$ cat config.mk
export PLATFORM = sky130hd
export DESIGN_NAME = lin_resp_engine
export DESIGN_NICKNAME = d
export VERILOG_FILES = /design/src/rtl/lin_resp_pkg.sv /design/src/rtl/lin_pid_unit.sv /design/src/rtl/lin_csum_acc.sv /design/src/rtl/lin_err_flags.sv /design/src/rtl/lin_frame_fsm.sv /design/src/rtl/lin_resp_engine.sv
export SDC_FILE = /design/constraint.sdc
export NUM_CORES = 1
export LEC_CHECK = 0
export BUFFER_PORTS_ARGS = -buffer_cell sky130_fd_sc_hd__buf_2
export CORE_ASPECT_RATIO = 1.75
export CORE_MARGIN = 2
export CORE_UTILIZATION = 59
export CTS_CLUSTER_SIZE = 8
export DETAILED_ROUTE_END_ITERATION = 10
export GPL_ROUTABILITY_DRIVEN = 0
export GPL_TIMING_DRIVEN = 0
export HOLD_SLACK_MARGIN = 0.02
export PLACE_DENSITY = 0.93
export SLEW_MARGIN = 0
export SYNTH_ARGS = -nofsm -noshare
export SYNTH_HDL_FRONTEND = slang
export SYNTH_SLANG_ARGS = --single-unit
$ cat constraint.sdc
create_clock -name clk -period 6.1 [get_ports clk]
set_clock_uncertainty 0.05 [all_clocks]
set_input_delay 0.61 -clock clk [delete_from_list [all_inputs] [get_ports clk]]
set_output_delay 0.61 -clock clk [all_outputs]
set_load 0.1 [all_outputs]
$ cat src/rtl/lin_resp_pkg.sv
package lin_resp_pkg;

    localparam int BYTE_W = 8;
    localparam int ID_W   = 6;

    typedef enum logic [1:0] {
        ACT_PUBLISH   = 2'd0,
        ACT_SUBSCRIBE = 2'd1,
        ACT_IGNORE    = 2'd2,
        ACT_IGNORE_B  = 2'd3
    } node_act_e;

    typedef enum logic [2:0] {
        ST_IDLE,
        ST_TX_PID,
        ST_RX_PID,
        ST_TX_DATA,
        ST_TX_CSUM,
        ST_RX_DATA,
        ST_RX_CSUM,
        ST_DONE
    } eng_state_e;

    typedef struct packed {
        logic      master;
        node_act_e act;
        logic      classic;
        logic      csum_off;
        logic      parity_off;
    } frame_cfg_t;

    // Two identifier protection bits: {p1, p0}
    function automatic logic [1:0] pid_bits(input logic [ID_W-1:0] id);
        logic p0;
        logic p1;
        p0 = id[0] ^ id[1] ^ id[2] ^ id[4];
        p1 = ~(id[1] ^ id[3] ^ id[4] ^ id[5]);
        return {p1, p0};
    endfunction

    // Add with end-around carry
    function automatic logic [BYTE_W-1:0] csum_add(input logic [BYTE_W-1:0] a,
                                                   input logic [BYTE_W-1:0] b);
        logic [BYTE_W:0] s;
        s = {1'b0, a} + {1'b0, b};
        return s[BYTE_W-1:0] + {{(BYTE_W-1){1'b0}}, s[BYTE_W]};
    endfunction

endpackage

$ cat src/rtl/lin_pid_unit.sv
module lin_pid_unit
    import lin_resp_pkg::*;
(
    input  logic [ID_W-1:0]   id,
    input  logic              parity_off,
    input  logic [BYTE_W-1:0] rx_byte,
    output logic [BYTE_W-1:0] pid_tx,
    output logic              rx_par_ok
);
    logic [1:0] rx_expect;

    always_comb begin
        pid_tx    = parity_off ? {2'b00, id} : {pid_bits(id), id};
        rx_expect = pid_bits(rx_byte[ID_W-1:0]);
        rx_par_ok = (rx_byte[BYTE_W-1:ID_W] == rx_expect);
    end
endmodule

$ cat src/rtl/lin_csum_acc.sv
module lin_csum_acc
    import lin_resp_pkg::*;
(
    input  logic              clk,
    input  logic              rst,
    input  logic              init,
    input  logic [BYTE_W-1:0] init_val,
    input  logic              add_en,
    input  logic [BYTE_W-1:0] add_byte,
    output logic [BYTE_W-1:0] csum_byte
);
    logic [BYTE_W-1:0] acc;

    always_ff @(posedge clk) begin
        if (rst)         acc <= '0;
        else if (init)   acc <= init_val;
        else if (add_en) acc <= csum_add(acc, add_byte);
    end

    assign csum_byte = ~acc;

    // a zero byte adds nothing to an end-around-carry sum
    assert_zero_add_R6: assert property (@(posedge clk) disable iff (rst)
        (add_en && !init && add_byte == '0) |=> (csum_byte == $past(csum_byte)));
endmodule

$ cat src/rtl/lin_err_flags.sv
module lin_err_flags #(
    parameter int NUM_FLAGS = 2
) (
    input  logic                 clk,
    input  logic                 rst,
    input  logic [NUM_FLAGS-1:0] set_vec,
    input  logic                 clear,
    output logic [NUM_FLAGS-1:0] flags
);
    for (genvar g = 0; g < NUM_FLAGS; g++) begin : g_flag
        always_ff @(posedge clk) begin
            if (rst)             flags[g] <= 1'b0;
            else if (set_vec[g]) flags[g] <= 1'b1;
            else if (clear)      flags[g] <= 1'b0;
        end

        assert_sticky_R11: assert property (@(posedge clk) disable iff (rst)
            (flags[g] && !clear) |=> flags[g]);
        assert_set_wins_R11: assert property (@(posedge clk) disable iff (rst)
            set_vec[g] |=> flags[g]);
    end
endmodule

$ cat src/rtl/lin_frame_fsm.sv
module lin_frame_fsm
    import lin_resp_pkg::*;
#(
    parameter int MAX_BYTES = 8,
    localparam int CNT_W    = $clog2(MAX_BYTES + 1)
) (
    input  logic              clk,
    input  logic              rst,
    input  logic              frame_start,
    input  logic              abort,
    input  frame_cfg_t        cfg_in,
    input  logic [ID_W-1:0]   id_in,
    input  logic [CNT_W-1:0]  byte_cnt,
    output logic [ID_W-1:0]   id_q,
    output logic              parity_off_q,
    input  logic [BYTE_W-1:0] pid_tx,
    input  logic              rx_par_ok,
    input  logic [BYTE_W-1:0] csum_byte,
    output logic [BYTE_W-1:0] tx_data,
    output logic              tx_valid,
    input  logic              tx_ready,
    input  logic [BYTE_W-1:0] rx_data,
    input  logic              rx_valid,
    output logic              rx_ready,
    input  logic [BYTE_W-1:0] pub_data,
    input  logic              pub_valid,
    output logic              pub_ready,
    output logic [BYTE_W-1:0] sub_data,
    output logic              sub_valid,
    output logic              frame_done,
    output logic              acc_init,
    output logic [BYTE_W-1:0] acc_init_val,
    output logic              acc_add,
    output logic [BYTE_W-1:0] acc_byte,
    output logic              par_fail,
    output logic              cs_fail
);
    eng_state_e        st, st_nx;
    frame_cfg_t        cfg_q;
    logic [CNT_W-1:0]  remain;
    logic [CNT_W-1:0]  cnt_clamped;
    logic              tx_fire, rx_fire, own_tx;
    eng_state_e        resp_st;

    always_comb begin
        if (byte_cnt == '0)                    cnt_clamped = CNT_W'(1);
        else if (byte_cnt > CNT_W'(MAX_BYTES)) cnt_clamped = CNT_W'(MAX_BYTES);
        else                                   cnt_clamped = byte_cnt;
    end

    always_comb begin
        unique case (cfg_q.act)
            ACT_PUBLISH:   resp_st = ST_TX_DATA;
            ACT_SUBSCRIBE: resp_st = ST_RX_DATA;
            default:       resp_st = ST_DONE;
        endcase
    end

    always_comb begin
        own_tx    = (st == ST_TX_PID) || (st == ST_TX_CSUM);
        tx_valid  = own_tx || ((st == ST_TX_DATA) && pub_valid);
        tx_data   = (st == ST_TX_PID)  ? pid_tx :
                    (st == ST_TX_CSUM) ? csum_byte : pub_data;
        pub_ready = (st == ST_TX_DATA) && tx_ready;
        rx_ready  = (st == ST_RX_PID) || (st == ST_RX_DATA) || (st == ST_RX_CSUM);
        sub_valid = (st == ST_RX_DATA) && rx_valid;
        sub_data  = rx_data;
        frame_done = (st == ST_DONE);
        tx_fire   = tx_valid && tx_ready;
        rx_fire   = rx_valid && rx_ready;

        acc_init     = ((st == ST_TX_PID) && tx_fire) || ((st == ST_RX_PID) && rx_fire);
        acc_init_val = cfg_q.classic ? '0 : ((st == ST_TX_PID) ? pid_tx : rx_data);
        acc_add      = ((st == ST_TX_DATA) && tx_fire) || ((st == ST_RX_DATA) && rx_fire);
        acc_byte     = (st == ST_TX_DATA) ? pub_data : rx_data;

        par_fail = (st == ST_RX_PID) && rx_fire && !cfg_q.parity_off && !rx_par_ok;
        cs_fail  = (st == ST_RX_CSUM) && rx_fire && (rx_data != csum_byte);
    end

    always_comb begin
        st_nx = st;
        unique case (st)
            ST_IDLE:    if (frame_start) st_nx = cfg_in.master ? ST_TX_PID : ST_RX_PID;
            ST_TX_PID:  if (tx_fire) st_nx = resp_st;
            ST_RX_PID:  if (rx_fire) st_nx = par_fail ? ST_IDLE : resp_st;
            ST_TX_DATA: if (tx_fire && remain == CNT_W'(1))
                            st_nx = cfg_q.csum_off ? ST_DONE : ST_TX_CSUM;
            ST_RX_DATA: if (rx_fire && remain == CNT_W'(1))
                            st_nx = cfg_q.csum_off ? ST_DONE : ST_RX_CSUM;
            ST_TX_CSUM: if (tx_fire) st_nx = ST_DONE;
            ST_RX_CSUM: if (rx_fire) st_nx = ST_DONE;
            ST_DONE:    st_nx = ST_IDLE;
            default:    st_nx = ST_IDLE;
        endcase
        if (abort) st_nx = ST_IDLE;
    end

    always_ff @(posedge clk) begin
        if (rst) begin
            st     <= ST_IDLE;
            cfg_q  <= '0;
            id_q   <= '0;
            remain <= '0;
        end else begin
            st <= st_nx;
            if (st == ST_IDLE && frame_start) begin
                cfg_q  <= cfg_in;
                id_q   <= id_in;
                remain <= cnt_clamped;
            end else if (acc_add) begin
                remain <= remain - CNT_W'(1);
            end
        end
    end

    assign parity_off_q = cfg_q.parity_off;

    // an engine-owned byte stays offered and unchanged while stalled
    assert_tx_hold_R2: assert property (@(posedge clk) disable iff (rst)
        (own_tx && !tx_ready && !abort) |=> (tx_valid && $stable(tx_data)));
    // never sending and receiving at once
    assert_one_dir_R9: assert property (@(posedge clk) disable iff (rst)
        $onehot0({tx_valid, rx_ready}));
    // done is a single-cycle pulse
    assert_done_pulse_R10: assert property (@(posedge clk) disable iff (rst)
        frame_done |=> !frame_done);
    // abort silences both streams
    assert_abort_idle_R12: assert property (@(posedge clk) disable iff (rst)
        abort |=> (!tx_valid && !rx_ready && !frame_done));
    // a parity failure ends the frame without a done pulse
    assert_par_stop_R4: assert property (@(posedge clk) disable iff (rst)
        (par_fail && !abort) |=> (!frame_done && !rx_ready && !tx_valid));
endmodule

$ cat src/rtl/lin_resp_engine.sv
module lin_resp_engine
    import lin_resp_pkg::*;
#(
    parameter int MAX_BYTES = 8,
    localparam int CNT_W    = $clog2(MAX_BYTES + 1)
) (
    input  logic              clk,
    input  logic              rst,
    input  logic              frame_start,
    input  logic              abort,
    input  logic              is_master,
    input  logic [5:0]        id_in,
    input  logic [1:0]        node_act,
    input  logic [CNT_W-1:0]  byte_cnt,
    input  logic              csum_classic,
    input  logic              csum_off,
    input  logic              parity_off,
    output logic [7:0]        tx_data,
    output logic              tx_valid,
    input  logic              tx_ready,
    input  logic [7:0]        rx_data,
    input  logic              rx_valid,
    output logic              rx_ready,
    input  logic [7:0]        pub_data,
    input  logic              pub_valid,
    output logic              pub_ready,
    output logic [7:0]        sub_data,
    output logic              sub_valid,
    output logic              frame_done,
    input  logic              err_clear,
    output logic              err_parity,
    output logic              err_csum
);
    frame_cfg_t        cfg_in;
    logic [ID_W-1:0]   id_q;
    logic              parity_off_q;
    logic [BYTE_W-1:0] pid_tx, csum_byte, acc_init_val, acc_byte;
    logic              rx_par_ok, acc_init, acc_add, par_fail, cs_fail;
    logic [1:0]        err_flags;

    always_comb begin
        cfg_in.master     = is_master;
        cfg_in.act        = node_act_e'(node_act);
        cfg_in.classic    = csum_classic;
        cfg_in.csum_off   = csum_off;
        cfg_in.parity_off = parity_off;
    end

    lin_pid_unit u_pid (
        .id         (id_q),
        .parity_off (parity_off_q),
        .rx_byte    (rx_data),
        .pid_tx     (pid_tx),
        .rx_par_ok  (rx_par_ok)
    );

    lin_csum_acc u_csum (
        .clk       (clk),
        .rst       (rst),
        .init      (acc_init),
        .init_val  (acc_init_val),
        .add_en    (acc_add),
        .add_byte  (acc_byte),
        .csum_byte (csum_byte)
    );

    lin_frame_fsm #(.MAX_BYTES(MAX_BYTES)) u_fsm (
        .clk          (clk),
        .rst          (rst),
        .frame_start  (frame_start),
        .abort        (abort),
        .cfg_in       (cfg_in),
        .id_in        (id_in),
        .byte_cnt     (byte_cnt),
        .id_q         (id_q),
        .parity_off_q (parity_off_q),
        .pid_tx       (pid_tx),
        .rx_par_ok    (rx_par_ok),
        .csum_byte    (csum_byte),
        .tx_data      (tx_data),
        .tx_valid     (tx_valid),
        .tx_ready     (tx_ready),
        .rx_data      (rx_data),
        .rx_valid     (rx_valid),
        .rx_ready     (rx_ready),
        .pub_data     (pub_data),
        .pub_valid    (pub_valid),
        .pub_ready    (pub_ready),
        .sub_data     (sub_data),
        .sub_valid    (sub_valid),
        .frame_done   (frame_done),
        .acc_init     (acc_init),
        .acc_init_val (acc_init_val),
        .acc_add      (acc_add),
        .acc_byte     (acc_byte),
        .par_fail     (par_fail),
        .cs_fail      (cs_fail)
    );

    lin_err_flags #(.NUM_FLAGS(2)) u_err (
        .clk     (clk),
        .rst     (rst),
        .set_vec ({cs_fail, par_fail}),
        .clear   (err_clear),
        .flags   (err_flags)
    );

    assign err_parity = err_flags[0];
    assign err_csum   = err_flags[1];
endmodule

==> reports/results.tsv, run 1 <==
metric	value	unit
P per Cell Area	205.4	mW/mm^2
ANT cells	0	
setup slack after layout	1.427	ns
# fillers	349	
Total Routing Usage GR	0.3192	
die area	0.005236	mm^2
Slowest cell on crit path	fa_1	
final setup violation count	0	
final hold violation count	0	
Yosys Warn Count	0	
post-DP HPWL	6558	um
area grow syn2layout	15.45	%
clock-pin transition on the worst setup and hold timing paths	0.10	ns
actual slew at the worst max-slew pin	0.5864	ns
Worst slew margin	0.6041	
# clock sinks	28	
Synthesized Nets	425	
CTS tree	built	
Period minus WS final	4.673	ns
Setup CP Type	reg -> reg	
Die H	94.24	um
Multi-input gate area	0.001981	mm^2
Max Buffers Root-to-Sink	2	
CP peak stage delay	0.43	ns
Tcrit/Tclk final	0.7660	
Setup WS pre-CTS	1.576	ns
FP Rows	32	
Post-CTS Hold Buffers	0	
number of flops mapped to enable cells by yosys	0	
global route overflow	0	
Yosys top cell area share	0.2042	
remaining antenna violation count after routing	0	
largest cells by area after synthesis	dfxtp_1 (20%), a21oi_1 (6.6%), ha_1 (5.9%), nand2_1 (5.9%), xnor2_1 (4.1%)	
crit end category	flop	
Final Power	0.6510	mW
number of global-route vias before repair	2978	
asr flop ratio synth	0	
DRT iter0 DRCs	186	
#FFs+latches synth	28	
global-route wire length before repair	13350	um
RSZ-0062 raised after global routing	false	
Port Buf Inserts	61	
CTS buffer count	3	
Max Slew Vio Count	0	
CTS Root Cell	clkbuf_8	
Worst Path Required	6.22	ns
predominant post-synthesis flop cell	dfxtp_1	
Sum Neg Setup Slack	0	ns
initial cell density of the core	0.6177	
Synth cell types	64	
nets@finish	491	
sequential area share after synthesis	0.2042	
Max H-tree Level	1	
Leak Pwr	1.354	nW
post-DR vias/cell	6.353	
Die X	55.56	um
area taken by flip-flops and latches	560.5	um^2
worst skew pair latency	0.28	ns
most common cell in the netlist	nand2_1	
area of the core	0.004444	mm^2
WL/cell	17.15	um
Worst Path Max Fanout	10	
largest net degree at the start of global routing	16	
most common library cells after synthesis	nand2_1 (43), a21oi_1 (36), dfxtp_1 (28)	
remaining routing DRC violations	0	
CP arrival	4.79	ns
IO Count	63	
count of maximum capacitance violations	0	
Vias	3094	
Startpoint Class	flop	
initial antenna violation count	0	
status	completed	
post-CTS setup buffers	0	
first-pass iteration count of the detailed router	5	
post-cts resize count	0	
Total Wirelength	8350	um
Mapped Area	0.002745	mm^2
hold crit path type	reg -> reg	
cell taking the most area after synthesis	dfxtp_1	
crit path cell chain	buf_2, clkbuf_1, nand2_1, clkbuf_1, nor2_1, a21o_1, inv_1, fa_1, nor2b_1, nor3_1, o21a_1, nor2b_1, o21ai_0, nand2b_1, ha_1, nor3b_1, and4_1, and3_1, a2bb2oi_1, nand3_1	
peak supply drop	0.0001938	V
Avg Cell Area, Syn	7.399	um^2
share of layout cells above drive strength 1	0.2156	
fmax	214.0	MHz
Post-Syn Instances	371	
[through the flow]
step,hold WS [ns],util,cells,instance area (um^2)
final,0.4343,0.7131,487,3169
after detailed placement,0.4224,0.7007,483,3114
after global routing,0.4469,0.7131,487,3169
after floorplan,0.3996,-,371,2745
after global placement,0.4059,0.7007,483,3114
after CTS,0.4384,0.7131,487,3169
[kinds of logic (layout without fill, tap and decap cells)]
kind of cell | after synthesis | in the layout | share of synthesized area
flip-flops | 28 | 28 | 0.2042
AO/OA/AOI/OAI | 112 | 112 | 0.2653
AND/OR/NAND/NOR | 134 | 134 | 0.2475
XOR/XNOR | 27 | 27 | 0.09663
buffers and inverters | 44 | 109 | 0.07430
multiplexers | 11 | 11 | 0.04193
adder cells (fa/ha/maj) | 15 | 15 | 0.07019
[cell type report]
class	count	area share
buffer	30	0.04777
clock buffer	4	0.01737
inverter	14	0.01658
multi-input combinational	299	0.6250
sequential	28	0.1769
tap	51	0.02013
timing repair buffer	61	0.09633
[critical path: cells and delay by family, from the launching register on]
kind / cells / cell delay (ns)
compound gates: 4 / 0.61
fa+ha+maj: 2 / 0.64
buf+inv: 4 / 0.95
flops: 1 / 0.32
simple gates: 10 / 1.99
[path summary, 6_finish.rpt]
path	start	to	slack, ns	cells past startpoint
setup / recovery	u_fsm.st[0]	u_csum.acc[7]	1.43	20
hold reg to reg	u_err.flags[1]	u_err.flags[1]	0.43	2
hold / removal	u_err.flags[1]	u_err.flags[1]	0.43	2
setup reg to reg	u_fsm.st[0]	u_csum.acc[7]	1.43	20
[cells in the final DEF (no fill, tap or decap), types with 12 or more instances in the layout]
cell / count
o21ai_0: 21
nor2_1: 27
a21oi_1: 36
dfxtp_1: 28
nor3_1: 17
ha_1: 13
nand2_1: 43
xor2_1: 12
buf_2: 68
xnor2_1: 13
inv_1: 14
[state kept, by name (all words and copies together), names as in the netlist]
name	flops
u_csum.acc	8
u_err.flags	2
u_fsm.cfg_q	4
u_fsm.id_q	6
u_fsm.parity_off_q	1
u_fsm.remain	4
u_fsm.st	3
[report_power, final]
group / switching [mW] / total (mW) / internal, mW
clock network: 0.0628 / 0.121 / 0.0580
logic: 0.213 / 0.317 / 0.103
registers: 0.0170 / 0.213 / 0.197
[per-layer routing]
layer	part of all wire	wire (um)	GRT usage
met1	0.34	2831	0.3181
met2	0.51	4222	0.5883
met5	0	0	0
met3	0.069	573	0.02617
met4	0.087	723	0.2622
Note: power is estimated with default switching activity, not from simulation.
==> run 2: changes to the inputs <==
CORE_UTILIZATION = 55   (was 59)
PLACE_DENSITY = 0.88   (was 0.93)
clock period = 4.4 ns   (was 6.1 ns; I/O delays follow)
==> reports/results.tsv, run 2 (synthesized netlist as in run 1, its figures left out) <==
metric	value	unit	change
# clock sinks	28		unchanged
Leak Pwr	1.362	nW	+0.58%
Tcrit/Tclk final	0.9338		+0.1678
final hold violation count	0		unchanged
Vias	3129		+1.1%
global route overflow	0		unchanged
CP arrival	4.27	ns	-0.52 ns
Biggest register	u_csum.acc		
DRT iter0 DRCs	212		+14%
global-route wire length before repair	14010	um	+4.9%
Switch Pwr	0.4174	mW	+42%
Bufs and invs on worst path	3		-1
Sum Neg Setup Slack	0	ns	unchanged
Max Buffers Root-to-Sink	2		unchanged
CP dominant cell by count	nor2b_1		
Die H	97.46	um	+3.4%
share of layout cells above drive strength 1	0.2248		+0.009174
peak supply drop	0.0002338	V	+21%
ANT cells	0		unchanged
Inst Count DP	486		+0.62%
Post-CTS Hold Buffers	0		unchanged
post-DP HPWL	6767	um	+3.2%
setup slack after layout	0.2912	ns	-1.136 ns
hold crit path type	in -> reg		
initial cell density of the core	0.5611		-0.05655
Die X	57.41	um	+3.3%
CTS buffer count	3		unchanged
remaining routing DRC violations	0		unchanged
CTS Root Cell	clkbuf_8		
largest net degree at the start of global routing	18		+2
share of power burned in registers	0.322		-0.006
Design Area, Final	0.003186	mm^2	+0.51%
CP peak stage delay	0.42	ns	about the same
Net Sw Frac	0.4565		+0.006298
Slowest cell on crit path	fa_1		
Period minus WS final	4.109	ns	-0.5641 ns
fmax	243.4	MHz	+14%
area of the core	0.004892	mm^2	+10%
Internal	0.4971	mW	+39%
status	completed		
Startpoint Class	flop		
Finished Layout Cells	490		+0.62%
Port Buf Inserts	61		unchanged
Regs by FF count	u_csum.acc (8), u_fsm.id_q (6)		
max reg flops	8		unchanged
Setup CP Type	reg -> reg		
Final Power	0.9145	mW	+40%
area grow syn2layout	16.04	%	
count of maximum capacitance violations	0		unchanged
P per Cell Area	287.1	mW/mm^2	+40%
Total Routing Usage GR	0.3174		-0.001803
placed cell areas	0.003118	mm^2	+0.12%
CTS tree	built		
nets@finish	491		unchanged
RSZ-0062 raised after global routing	false		
# fillers	433		+24%
IO Count	63		unchanged
Max Slew Vio Count	0		unchanged
Worst Path Max Fanout	10		unchanged
crit end category	flop		
Worst slew margin	0.6251		+0.02097
clock-pin transition on the worst setup and hold timing paths	0.10	ns	about the same
WHS	0.2704	ns	-0.1639 ns
Logic pwr share	0.486		about the same
number of global-route vias before repair	3087		+3.7%
Crit path max-delay family	simple AND/OR/NAND/NOR gates		
crit path cell chain	buf_2, nor2b_1, nand2_2, buf_2, nor2_1, a21o_1, inv_1, fa_1, nor2b_1, nor3_1, o21a_1, nor2b_1, o21ai_0, nand2b_1, ha_1, nand2b_1, nor4_4, nand4_1, xnor2_1, a21oi_1, a211oi_2		
most frequent cells in the layout	buf_2 (69), nand2_1 (42), a21oi_1 (36)		
remaining antenna violation count after routing	0		unchanged
Setup WS pre-CTS	-0.1045	ns	-1.681 ns
final setup violation count	0		unchanged
die area	0.005594	mm^2	+6.9%
commonest non-fill, non-tap cell in the layout	buf_2		
actual slew at the worst max-slew pin	0.5624	ns	-0.02401 ns
Max H-tree Level	1		unchanged
worst skew pair latency	0.30	ns	+0.02 ns
FP Rows	34		+6.3%
Worst Path Required	4.57	ns	-1.65 ns
fin util	0.6512		-0.06197
WL/cell	17.58	um	+2.5%
Total Wirelength	8612	um	+3.1%
post-DR vias/cell	6.386		+0.51%
first-pass iteration count of the detailed router	7		+2
clock share of power	0.191		+0.006
initial antenna violation count	0		unchanged
## run 2: layout make-up
class | instances | area [um^2] | area share
flip-flops and latches | 28 | 560.5 | 0.1760
clock buffers | 4 | 55.05 | 0.01728
inverters | 14 | 52.55 | 0.01650
well taps | 54 | 67.56 | 0.02121
repair buffers | 62 | 312.8 | 0.09819
multi-input cells | 299 | 1988 | 0.6241
plain buffers | 29 | 148.9 | 0.04674
## run 2: metal layers
layer | vias up | GRT usage | part of all wire
li1 | 1452 | - | -
met1 | 1441 | 0.3167 | 0.34
met2 | 168 | 0.5463 | 0.50
met3 | 68 | 0.04261 | 0.059
met4 | 0 | 0.2755 | 0.097
met5 | - | 0 | 0
## run 2: power by group through the flow
stage | Clock, mW | Combinational [mW] | Sequential [mW]
after floorplan | 0 | 0.336 | 0.296
after global placement | 0 | 0.423 | 0.299
after detailed placement | 0 | 0.433 | 0.300
after CTS | 0.175 | 0.436 | 0.294
after global routing | 0.185 | 0.478 | 0.296
final | 0.175 | 0.445 | 0.295
## run 2: final timing paths
check / from / to / slack, ns / cells past startpoint
setup / recovery: u_fsm.st[1] / u_csum.acc[6] / 0.29 / 21
hold / removal: abort / u_fsm.st[2] / 0.27 / 2
setup reg to reg: u_fsm.st[1] / u_csum.acc[6] / 0.29 / 21
hold reg to reg: u_err.flags[0] / u_err.flags[0] / 0.43 / 2
## run 2: what timing repair did
action                     in CTS  in global routing
setup endpoints to repair       3                  4
setup buffers                   0                  1
resized for setup               0                  5
pin swaps                       0                  1
